**src/rtl/dfs_pkg.sv**
```systemverilog
package dfs_pkg;
    // Command field carried in the first two bits of a frame
    typedef enum logic [1:0] {
        CMD_STAGE = 2'b00,
        CMD_BOTH  = 2'b01,
        CMD_XFER  = 2'b10,
        CMD_SLEEP = 2'b11
    } dfs_cmd_e;

    // Bit positions of the synchronized pin vector
    localparam int PIN_SEL   = 0;
    localparam int PIN_SCK   = 1;
    localparam int PIN_REQ   = 2;
    localparam int PIN_ALLOW = 3;
    localparam int PIN_SDI   = 4;
    localparam int PIN_NUM   = 5;
    localparam int EDGE_NUM  = 4;
endpackage

```
**src/rtl/dfs_sync.sv**
```systemverilog
module dfs_sync #(
    parameter int             N       = 5,
    parameter logic [N-1:0]   RST_VAL = '0
) (
    input  logic         clk,
    input  logic         rst_n,
    input  logic [N-1:0] pin,
    output logic [N-1:0] lvl
);
    for (genvar g = 0; g < N; g++) begin : g_bit
        logic [1:0] ff_q;
        always_ff @(posedge clk or negedge rst_n) begin
            if (!rst_n) ff_q <= {2{RST_VAL[g]}};
            else        ff_q <= {ff_q[0], pin[g]};
        end
        assign lvl[g] = ff_q[1];
    end
endmodule

```
**src/rtl/dfs_shifter.sv**
```systemverilog
module dfs_shifter #(
    parameter int DATA_W  = 12,
    parameter int FRAME_W = 16,
    parameter int CNT_W   = 5
) (
    input  logic              clk,
    input  logic              rst_n,
    input  logic              sel_lvl,
    input  logic              sel_fall,
    input  logic              sel_rise,
    input  logic              sck_rise,
    input  logic              sdi,
    output logic              frame_vld,
    output logic [1:0]        frame_ctrl,
    output logic [DATA_W-1:0] frame_data,
    output logic [CNT_W-1:0]  bit_cnt
);
    localparam logic [CNT_W-1:0] CNT_FULL = CNT_W'(FRAME_W);
    localparam logic [CNT_W-1:0] CNT_SAT  = CNT_W'(FRAME_W + 1);

    typedef struct packed {
        logic [FRAME_W-1:0] sh;
        logic [CNT_W-1:0]   cnt;
    } shf_t;

    shf_t sh_d, sh_q;

    always_comb begin
        sh_d = sh_q;
        if (sel_fall) begin
            sh_d.cnt = '0;
        end else if (sck_rise && !sel_lvl) begin
            sh_d.sh = {sh_q.sh[FRAME_W-2:0], sdi};
            if (sh_q.cnt != CNT_SAT) sh_d.cnt = sh_q.cnt + 1'b1;
        end
    end

    always_ff @(posedge clk or negedge rst_n) begin
        if (!rst_n) sh_q <= '0;
        else        sh_q <= sh_d;
    end

    assign frame_vld  = sel_rise && (sh_q.cnt == CNT_FULL);
    assign frame_ctrl = sh_q.sh[FRAME_W-1 -: 2];
    assign frame_data = sh_q.sh[FRAME_W-3 -: DATA_W];
    assign bit_cnt    = sh_q.cnt;
endmodule

```
**src/rtl/dfs_settle.sv**
```systemverilog
module dfs_settle #(
    parameter int CYCLES = 2000
) (
    input  logic clk,
    input  logic rst_n,
    input  logic start,
    output logic ready
);
    localparam int               W    = $clog2(CYCLES + 1);
    localparam logic [W-1:0]     LOAD = W'(CYCLES);

    logic [W-1:0] cnt_d, cnt_q;

    always_comb begin
        cnt_d = cnt_q;
        if (start)             cnt_d = LOAD;
        else if (cnt_q != '0)  cnt_d = cnt_q - 1'b1;
    end

    always_ff @(posedge clk or negedge rst_n) begin
        if (!rst_n) cnt_q <= '0;
        else        cnt_q <= cnt_d;
    end

    assign ready = (cnt_q == '0);
endmodule

```
**src/rtl/dac_serial_front.sv**
```systemverilog
module dac_serial_front #(
    parameter int DATA_W        = 12,
    parameter int SETTLE_CYCLES = 2000
) (
    input  logic              clk,
    input  logic              rst_n,
    input  logic              cs_n,
    input  logic              sck,
    input  logic              sdi,
    input  logic              sleep_req,
    input  logic              sleep_allow,
    output logic [DATA_W-1:0] dac_code,
    output logic              in_shutdown,
    output logic              settle_ready
);
    import dfs_pkg::*;

    localparam int FRAME_W = DATA_W + 4;
    localparam int CNT_W   = $clog2(FRAME_W + 2);
    localparam logic [PIN_NUM-1:0]  PIN_RST  = PIN_NUM'(1) << PIN_SEL;
    localparam logic [EDGE_NUM-1:0] EDGE_RST = PIN_RST[EDGE_NUM-1:0];

    typedef struct packed {
        logic [DATA_W-1:0]   inreg;
        logic [DATA_W-1:0]   dac;
        logic                shut;
        logic [EDGE_NUM-1:0] prev;
    } ctl_t;

    localparam ctl_t CTL_RST = '{inreg: '0, dac: '0, shut: 1'b0, prev: EDGE_RST};

    logic [PIN_NUM-1:0] pin_s;
    logic               sel_rise, sel_fall, sck_rise, req_rise, allow_fall, allow_s;
    logic               frame_vld;
    logic [1:0]         frame_ctrl;
    logic [DATA_W-1:0]  frame_data;
    logic [CNT_W-1:0]   bit_cnt;
    logic               go_sleep, wake;
    ctl_t               st_d, st_q;

    dfs_sync #(.N(PIN_NUM), .RST_VAL(PIN_RST)) u_sync (
        .clk   (clk),
        .rst_n (rst_n),
        .pin   ({sdi, sleep_allow, sleep_req, sck, cs_n}),
        .lvl   (pin_s)
    );

    assign allow_s    = pin_s[PIN_ALLOW];
    assign sel_rise   =  pin_s[PIN_SEL]   & ~st_q.prev[PIN_SEL];
    assign sel_fall   = ~pin_s[PIN_SEL]   &  st_q.prev[PIN_SEL];
    assign sck_rise   =  pin_s[PIN_SCK]   & ~st_q.prev[PIN_SCK];
    assign req_rise   =  pin_s[PIN_REQ]   & ~st_q.prev[PIN_REQ];
    assign allow_fall = ~pin_s[PIN_ALLOW] &  st_q.prev[PIN_ALLOW];

    dfs_shifter #(.DATA_W(DATA_W), .FRAME_W(FRAME_W), .CNT_W(CNT_W)) u_shift (
        .clk        (clk),
        .rst_n      (rst_n),
        .sel_lvl    (pin_s[PIN_SEL]),
        .sel_fall   (sel_fall),
        .sel_rise   (sel_rise),
        .sck_rise   (sck_rise),
        .sdi        (pin_s[PIN_SDI]),
        .frame_vld  (frame_vld),
        .frame_ctrl (frame_ctrl),
        .frame_data (frame_data),
        .bit_cnt    (bit_cnt)
    );

    always_comb begin
        st_d      = st_q;
        st_d.prev = pin_s[EDGE_NUM-1:0];
        go_sleep  = 1'b0;
        wake      = 1'b0;
        if (frame_vld) begin
            case (dfs_cmd_e'(frame_ctrl))
                CMD_STAGE: st_d.inreg = frame_data;
                CMD_BOTH: begin
                    st_d.inreg = frame_data;
                    st_d.dac   = frame_data;
                    wake       = 1'b1;
                end
                CMD_XFER: begin
                    st_d.dac = st_q.inreg;
                    wake     = 1'b1;
                end
                default: go_sleep = allow_s;
            endcase
        end
        if (allow_fall)            wake     = 1'b1;
        if (req_rise && allow_s)   go_sleep = 1'b1;
        // a request to sleep outranks a wake event in the same cycle
        if (go_sleep)              st_d.shut = 1'b1;
        else if (wake)             st_d.shut = 1'b0;
    end

    always_ff @(posedge clk or negedge rst_n) begin
        if (!rst_n) st_q <= CTL_RST;
        else        st_q <= st_d;
    end

    dfs_settle #(.CYCLES(SETTLE_CYCLES)) u_settle (
        .clk   (clk),
        .rst_n (rst_n),
        .start (st_q.shut & ~st_d.shut),
        .ready (settle_ready)
    );

    assign dac_code    = st_q.dac;
    assign in_shutdown = st_q.shut;
endmodule

```
**config.mk**
```make
export PLATFORM = sky130hd
export DESIGN_NAME = dac_serial_front
export DESIGN_NICKNAME = d
export VERILOG_FILES = /design/src/rtl/dfs_pkg.sv /design/src/rtl/dfs_sync.sv /design/src/rtl/dfs_shifter.sv /design/src/rtl/dfs_settle.sv /design/src/rtl/dac_serial_front.sv
export SDC_FILE = /design/constraint.sdc
export NUM_CORES = 1
export LEC_CHECK = 0
export ABC_AREA = 1
export BUFFER_PORTS_ARGS = -buffer_cell sky130_fd_sc_hd__buf_2
export CORE_UTILIZATION = 60
export DETAILED_ROUTE_END_ITERATION = 8
export PLACE_DENSITY = 0.79
export SYNTH_ARGS = -nofsm -noshare
export SYNTH_HDL_FRONTEND = slang
export SYNTH_SLANG_ARGS = --single-unit
```
**constraint.sdc**
```tcl
create_clock -name clk -period 1.59 [get_ports clk]
set_input_delay 0.2385 -clock clk [delete_from_list [all_inputs] [get_ports clk]]
set_output_delay 0.2385 -clock clk [all_outputs]
set_load 0.01 [all_outputs]
```
==> flow_summary.ini, run 1 <==
[place]
pre_cts_ws_ns = 0.0487
placed_area_um2 = 3360
gp_congestion = 0.821
numPortBuffers = 20
dp_hpwl_mm = 3.52
place_inst = 410

[worst_setup_path]
path_cells = inv_2 > ha_4 > nor3b_4 > nand2_2 > inv_2 > buf_6
slowest_stage = dfrtp_1
slowest_delay_ns = 0.41
reg2reg_to = u_settle.cnt_q[1]
worst-path-max-fanout = 2
worst_setup_path_start_kind = register
reg2reg_depth = 10
crit_type = reg -> out
rrSetupSlack_ns = 0.07
reg2reg_from = u_settle.cnt_q[1]
cp_data_required_time_ns = 1.35
end_kind = output pin
critPathArrivalTime_ns = 1.39
crit_top_cell = inv_2

[pwr]
finalPower_mw = 4.48
powerDensity_nw_per_um2 = 1210
leakagePower_nw = 1.85
ir_worst_vdd_mv = 0.605

[route]
vias_per_cell = 5.11
drc = 0
vias = 2227
drtIter0Drc = 143
finalWirelength_mm = 5.44
dr.pass1.iters = 4
ant_nets = 0
wl_per_cell_um = 12.5

[worst_hold_path]
min_path_cells = 0
hold-path-endpoint = u_sync.g_bit[3].ff_q[1]
hold_path.startpoint = u_sync.g_bit[3].ff_q[0]
min_path_type = reg -> reg

[synthesis]
ys_ff_latch = 71
synth_warnings = 0
ys_types = 31
synthArstFlopShare = 1.00
avgSynthCellArea_um2 = 9.75
seq_area_frac_synth = 0.557
syn-cell-area_um2 = 3200
syn_inst = 328
synth_area_leaders = dfrtp_1, nand2_1, o21ai_0
synth_top_area_frac = 0.532
synth-main-ff-cell = dfrtp_1
synth_top_area_cell = dfrtp_1
synth-edff-count = 0
synth_nets = 344

[run]
maxCapViolations = 0

[global_routing]
grt-ovfl-total = 0
grt_start_max_net_pins = 29
grt.total_usage = 0.216
grt_pass1_wl_mm = 8.69
grt_antenna_before_repair = 0
first_global_vias = 2038

[layout]
stdcell_count = 436
layout_commonest_cell = nand2_1
drive_gt1_frac = 0.238
final_cell_mix = nand2_1, dfrtp_1, o21ai_0
antenna_cells = 0
nFillCells = 380
final_area_um2 = 3710
fin_nets = 378
areaGrowthSynthToFinish_pct = 16.0

[sta]
final_max_slew_viol_count = 0
maxSlewHeadroom = 0.651
rsz0062_at_grt = yes
setup_viol = 1
skew_ns = 0.0112
fmaxAchievable_mhz = 615
period_share = 1.02
hold_viol_final = 0
hold_slack_ns = 0.346
worstMarginPinSlew_ns = 0.524
post-route-min-period_ns = 1.63
layout_setup_ws_ns = -0.0356

[clock_network]
cts_made_buffers = 9
cts_root_buffer = clkbuf_8
cts_tree = yes
htreeDepth = 3
insertion_delay_ns = 0.34
clock_sinks = 71
clk_pin_slew_ns = 0.06
cts_max_path_buffers = 2

[outcome]
violations = setup timing
outcome = finished with violations

[floorplan]
coreArea_um2 = 5110
die_w_um = 75.0
rows = 26
die-area_um2 = 5630
die_y_um = 75.0
start_util = 0.626
num_io_pins = 21
critical path, delay by kind of cell, from the launching register on:
kind                     cells  cell delay [ns]
flip-flops                   1             0.41
adder cells (fa/ha/maj)      1             0.12
AND/OR/NAND/NOR              2             0.27
buffers and inverters        3             0.24
through the flow:
step / setup TNS [ns] / util
after global routing: -0.161 / 0.726
after detailed placement: 0 / 0.659
final: -0.0356 / 0.726
after global placement: 0 / 0.659
after floorplan: 0 / -
after CTS: 0 / 0.720
kinds of logic after synthesis:
| logic type | synth area share |
|---|---|
| DFF | 0.557 |
| buffers and inverters | 0.0900 |
| xor gates and xnor gates | 0.0137 |
| adders and majority gates | 0.0352 |
| AOI/OAI and AO/OA | 0.0849 |
| and+or+nand+nor | 0.163 |
| muxes | 0.0563 |
power breakdown:
| part | switching (mW) | internal, mW | total, mW |
|---|---|---|---|
| Clock | 0.618 | 0.799 | 1.42 |
| Combinational | 0.507 | 0.392 | 0.899 |
| Sequential | 0.182 | 1.99 | 2.17 |
final cells by class:
cell class / instances / area, um^2 / area share
clock buffers: 12 / 155 / 0.0418
clock inverters: 3 / 42.5 / 0.0115
inverters: 40 / 150 / 0.0405
multi-input cells: 197 / 1170 / 0.316
flip-flops and latches: 71 / 1780 / 0.480
well taps: 70 / 87.6 / 0.0236
repair buffers: 43 / 319 / 0.0860
cell usage after synthesis (3+ instances only):
cell type / count
dfrtp_1: 68
nand3_1: 10
a21oi_1: 4
nand2_1: 75
buf_4: 14
mux2_2: 8
dfstp_2: 3
inv_1: 40
nor2_1: 17
nand3b_1: 3
nor3_1: 4
clkbuf_1: 3
ha_1: 9
xor2_1: 3
o21ai_0: 44
mux2_4: 6
metal layers:
layer / global-route usage / up-vias / wire length [um]
met5: 0 / - / 0
met4: 0.132 / 0 / 137
met3: 0.0643 / 11 / 222
met2: 0.345 / 46 / 2660
met1: 0.259 / 1069 / 2420
li1: - / 1101 / -
how the worst max path moves through the flow:
stage | start | to | slack, ns | cells after the start
finish | u_settle.cnt_q[1] | settle_ready | -0.04 | 6
floorplan | u_settle.cnt_q[0] | settle_ready | 0.17 | 6
global route | u_settle.cnt_q[4] | settle_ready | -0.10 | 6
global placement | u_settle.cnt_q[1] | u_settle.cnt_q[1] | 0.12 | 9
CTS | u_settle.cnt_q[0] | settle_ready | 0.005 | 6
detailed placement | u_settle.cnt_q[0] | u_settle.cnt_q[2] | 0.05 | 9
sequential cells by signal, indices dropped and copies added (netlist names):
register and cells:
u_shift.frame_data 12, in_shutdown 1, u_shift.bit_cnt 5, dac_code 12, u_settle.cnt_q 11, u_shift.sh_q 2
u_sync.g_bit.ff_q 10, u_shift.frame_ctrl 2, st_q 16
repair_timing:
item                                    4_1_cts  5_1_grt
hold buffers                                  6        0
hold endpoints to repair                     22        0
resized for setup                             7        9
endpoints found under the setup margin        1       25
pin swaps                                     1        1
setup buffers                                 5        0
No activity file was read; power rests on OpenSTA's default activity.
==> run 2: changes to the inputs <==
--- a/config.mk
+++ b/config.mk
@@ -5,7 +5,6 @@
 export SDC_FILE = /design/constraint.sdc
 export NUM_CORES = 1
 export LEC_CHECK = 0
-export ABC_AREA = 1
 export BUFFER_PORTS_ARGS = -buffer_cell sky130_fd_sc_hd__buf_2
 export CORE_UTILIZATION = 60
 export DETAILED_ROUTE_END_ITERATION = 8
==> flow_summary.ini, run 2 <==
[place]
dp_hpwl_mm = 3.68
numPortBuffers = 20
placed_area_um2 = 3530
gp_congestion = 0.810

[synthesis]
synth-main-ff-cell = dfrtp_1
synth-edff-count = 0
synth_nets = 264
synth_warnings = 0
ys_types = 48
yosysMostFrequentCell = dfrtp_1
syn_inst = 248
synthArstFlopShare = 1.00
ys_ff_latch = 71
seq_area_frac_synth = 0.561
synth_area_leaders = dfrtp_1, mux2_1, mux2i_1
synth_top_area_cell = dfrtp_1
avgSynthCellArea_um2 = 12.8
synthTopCellsByCount = dfrtp_1, nor2_1, a21oi_1
syn-cell-area_um2 = 3170
synth_top_area_frac = 0.536

[layout]
multiInputGateArea_um2 = 1430
areaGrowthSynthToFinish_pct = 30.7
nFillCells = 265
largest_register_ff_count = 16
top_register = st_q
antenna_cells = 0
layout_commonest_cell = dfrtp_1
final_area_um2 = 4150
drive_gt1_frac = 0.467
final_cell_mix = dfrtp_1, buf_4, mux2_4
fin_nets = 330
seqCellArea_um2 = 1780

[route]
dr_wl_met3_um = 185
m1WireLength_mm = 3.03
dr.max_layer_used = met4
vias = 2204
vias_per_cell = 5.67
ant_nets = 0
wl_met2_mm = 3.63
drtIter0Drc = 146
drc = 0
dr.pass1.iters = 4
finalWirelength_mm = 7.04
wl_per_cell_um = 18.1

[sta]
tns_ns = -0.914
post-route-min-period_ns = 1.75
skew_ns = 0.00893
layout_setup_ws_ns = -0.164
worstMarginPinSlew_ns = 0.527
rsz0062_at_grt = yes
period_share = 1.10
maxSlewHeadroom = 0.646
final_max_slew_viol_count = 0
fmaxAchievable_mhz = 570
hold_viol_final = 0
setup_viol = 12

[outcome]
violations = setup timing
outcome = finished with violations

[worst_setup_path]
crit_family = flip-flops
crit_type = reg -> out
worst_setup_path_start_kind = register
worst-path-max-fanout = 2
path_cells = inv_2 > ha_4 > nor4b_4 > nand3_2 > inv_2 > buf_6
crit_buf_inv = 3
end_kind = output pin
reg2reg_from = u_settle.cnt_q[7]
cp_data_required_time_ns = 1.35
crit_path_start = u_settle.cnt_q[0]
slowest_delay_ns = 0.39
critPathArrivalTime_ns = 1.52
slowest_stage = dfrtp_1
crit_top_cell = inv_2

[pwr]
clkPwrFrac = 0.283
internal_power_mw = 3.22
power.switching_mw = 1.35
seqPwrFrac = 0.478
finalPower_mw = 4.56
powerDensity_nw_per_um2 = 1100
leakagePower_nw = 1.95
combPwrFrac = 0.239
ir_worst_vdd_mv = 0.666
p_sw_frac = 0.295

[clock_network]
cts_made_buffers = 9
cts_max_path_buffers = 2
htreeDepth = 3
cts_tree = yes
insertion_delay_ns = 0.34
cts_root_buffer = clkbuf_8
clk_pin_slew_ns = 0.07
clock_sinks = 71

[floorplan]
coreArea_um2 = 5110
die-area_um2 = 5590
die_y_um = 74.7
start_util = 0.622
die_w_um = 74.7
num_io_pins = 21
rows = 26

[global_routing]
first_global_vias = 2114
grt_start_max_net_pins = 72
grt_antenna_before_repair = 0
grt_pass1_wl_mm = 9.70
grt.total_usage = 0.239
grt-ovfl-total = 0

[worst_hold_path]
min_path_type = reg -> reg
hold_path.startpoint = u_sync.g_bit[2].ff_q[0]

[run]
maxCapViolations = 0
==> run 2: cell count changes in the layout (fill, tap and decap cells not counted), moves of 6 or more <==
cell and delta:
inv_1 -32, nand2_1 -65, a21oi_2 +6, o21ai_0 -42, mux2_4 +20, a21oi_1 +8
buf_4 +23, nand3_1 -9, mux2_2 -8, mux2i_1 +14
==> run 2: cell type report <==
cell class / instances / area share
Clock buffer: 13 / 0.0383
Clock inverter: 3 / 0.00422
Inverter: 10 / 0.00905
Multi-Input combinational cell: 149 / 0.344
Sequential cell: 71 / 0.429
Tap cell: 70 / 0.0211
Timing Repair Buffer: 73 / 0.154
==> run 2: path summary, 6_finish.rpt <==
kind / end / slack [ns] / cells after the start
worst max register to register: u_settle.cnt_q[5] / -0.13 / 7
min in group asynchronous: dac_code[8] / 0.45 / 3
worst min register to register: u_sync.g_bit[2].ff_q[1] / 0.35 / 0
max in group asynchronous: st_q[0] / 0.81 / 3
worst min-delay path: u_sync.g_bit[2].ff_q[1] / 0.35 / 0
worst max-delay path: settle_ready / -0.16 / 6
==> run 2: logic make-up after synthesis <==
logic type	synth area share
AO/OA/AOI/OAI	0.0713
XOR/XNOR	0.0193
adder cells (fa/ha/maj)	0.0355
buffers and inverters	0.0532
flip-flops	0.561
multiplexers	0.147
AND/OR/NAND/NOR	0.113
==> run 2: metal layers <==
layer	vias up	global-route usage
li1	991	-
met1	1140	0.305
met2	51	0.389
met3	22	0.0482
met4	0	0.124
met5	-	0
==> run 2: metrics by stage <==
stage | hold slack [ns] | std cells | utilization | worst slack, ns
after floorplan | -0.0571 | 248 | - | -0.0274
after global placement | 0.291 | 347 | 0.690 | -0.0174
after detailed placement | 0.291 | 347 | 0.690 | -0.0544
after CTS | 0.354 | 378 | 0.762 | -0.114
after global routing | 0.359 | 389 | 0.812 | -0.241
final | 0.353 | 389 | 0.812 | -0.164
==> run 2: what timing repair did <==
action                                  CTS  global route
endpoints found under the hold margin    73             0
pin swaps                                 8            17
endpoints found under the setup margin   14            46
hold buffers                              6             0
gates cloned                              0             3
buffers inserted                          9             8
resized for setup                        15            34
==> run 2: power by group through the flow <==
stage | registers (mW) | clock network (mW) | logic [mW]
after floorplan | 2.17 | 0 | 0.388
after global placement | 2.17 | 0 | 0.674
after detailed placement | 2.19 | 0 | 0.709
after CTS | 2.15 | 1.31 | 0.900
after global routing | 2.20 | 1.38 | 1.18
final | 2.18 | 1.29 | 1.09
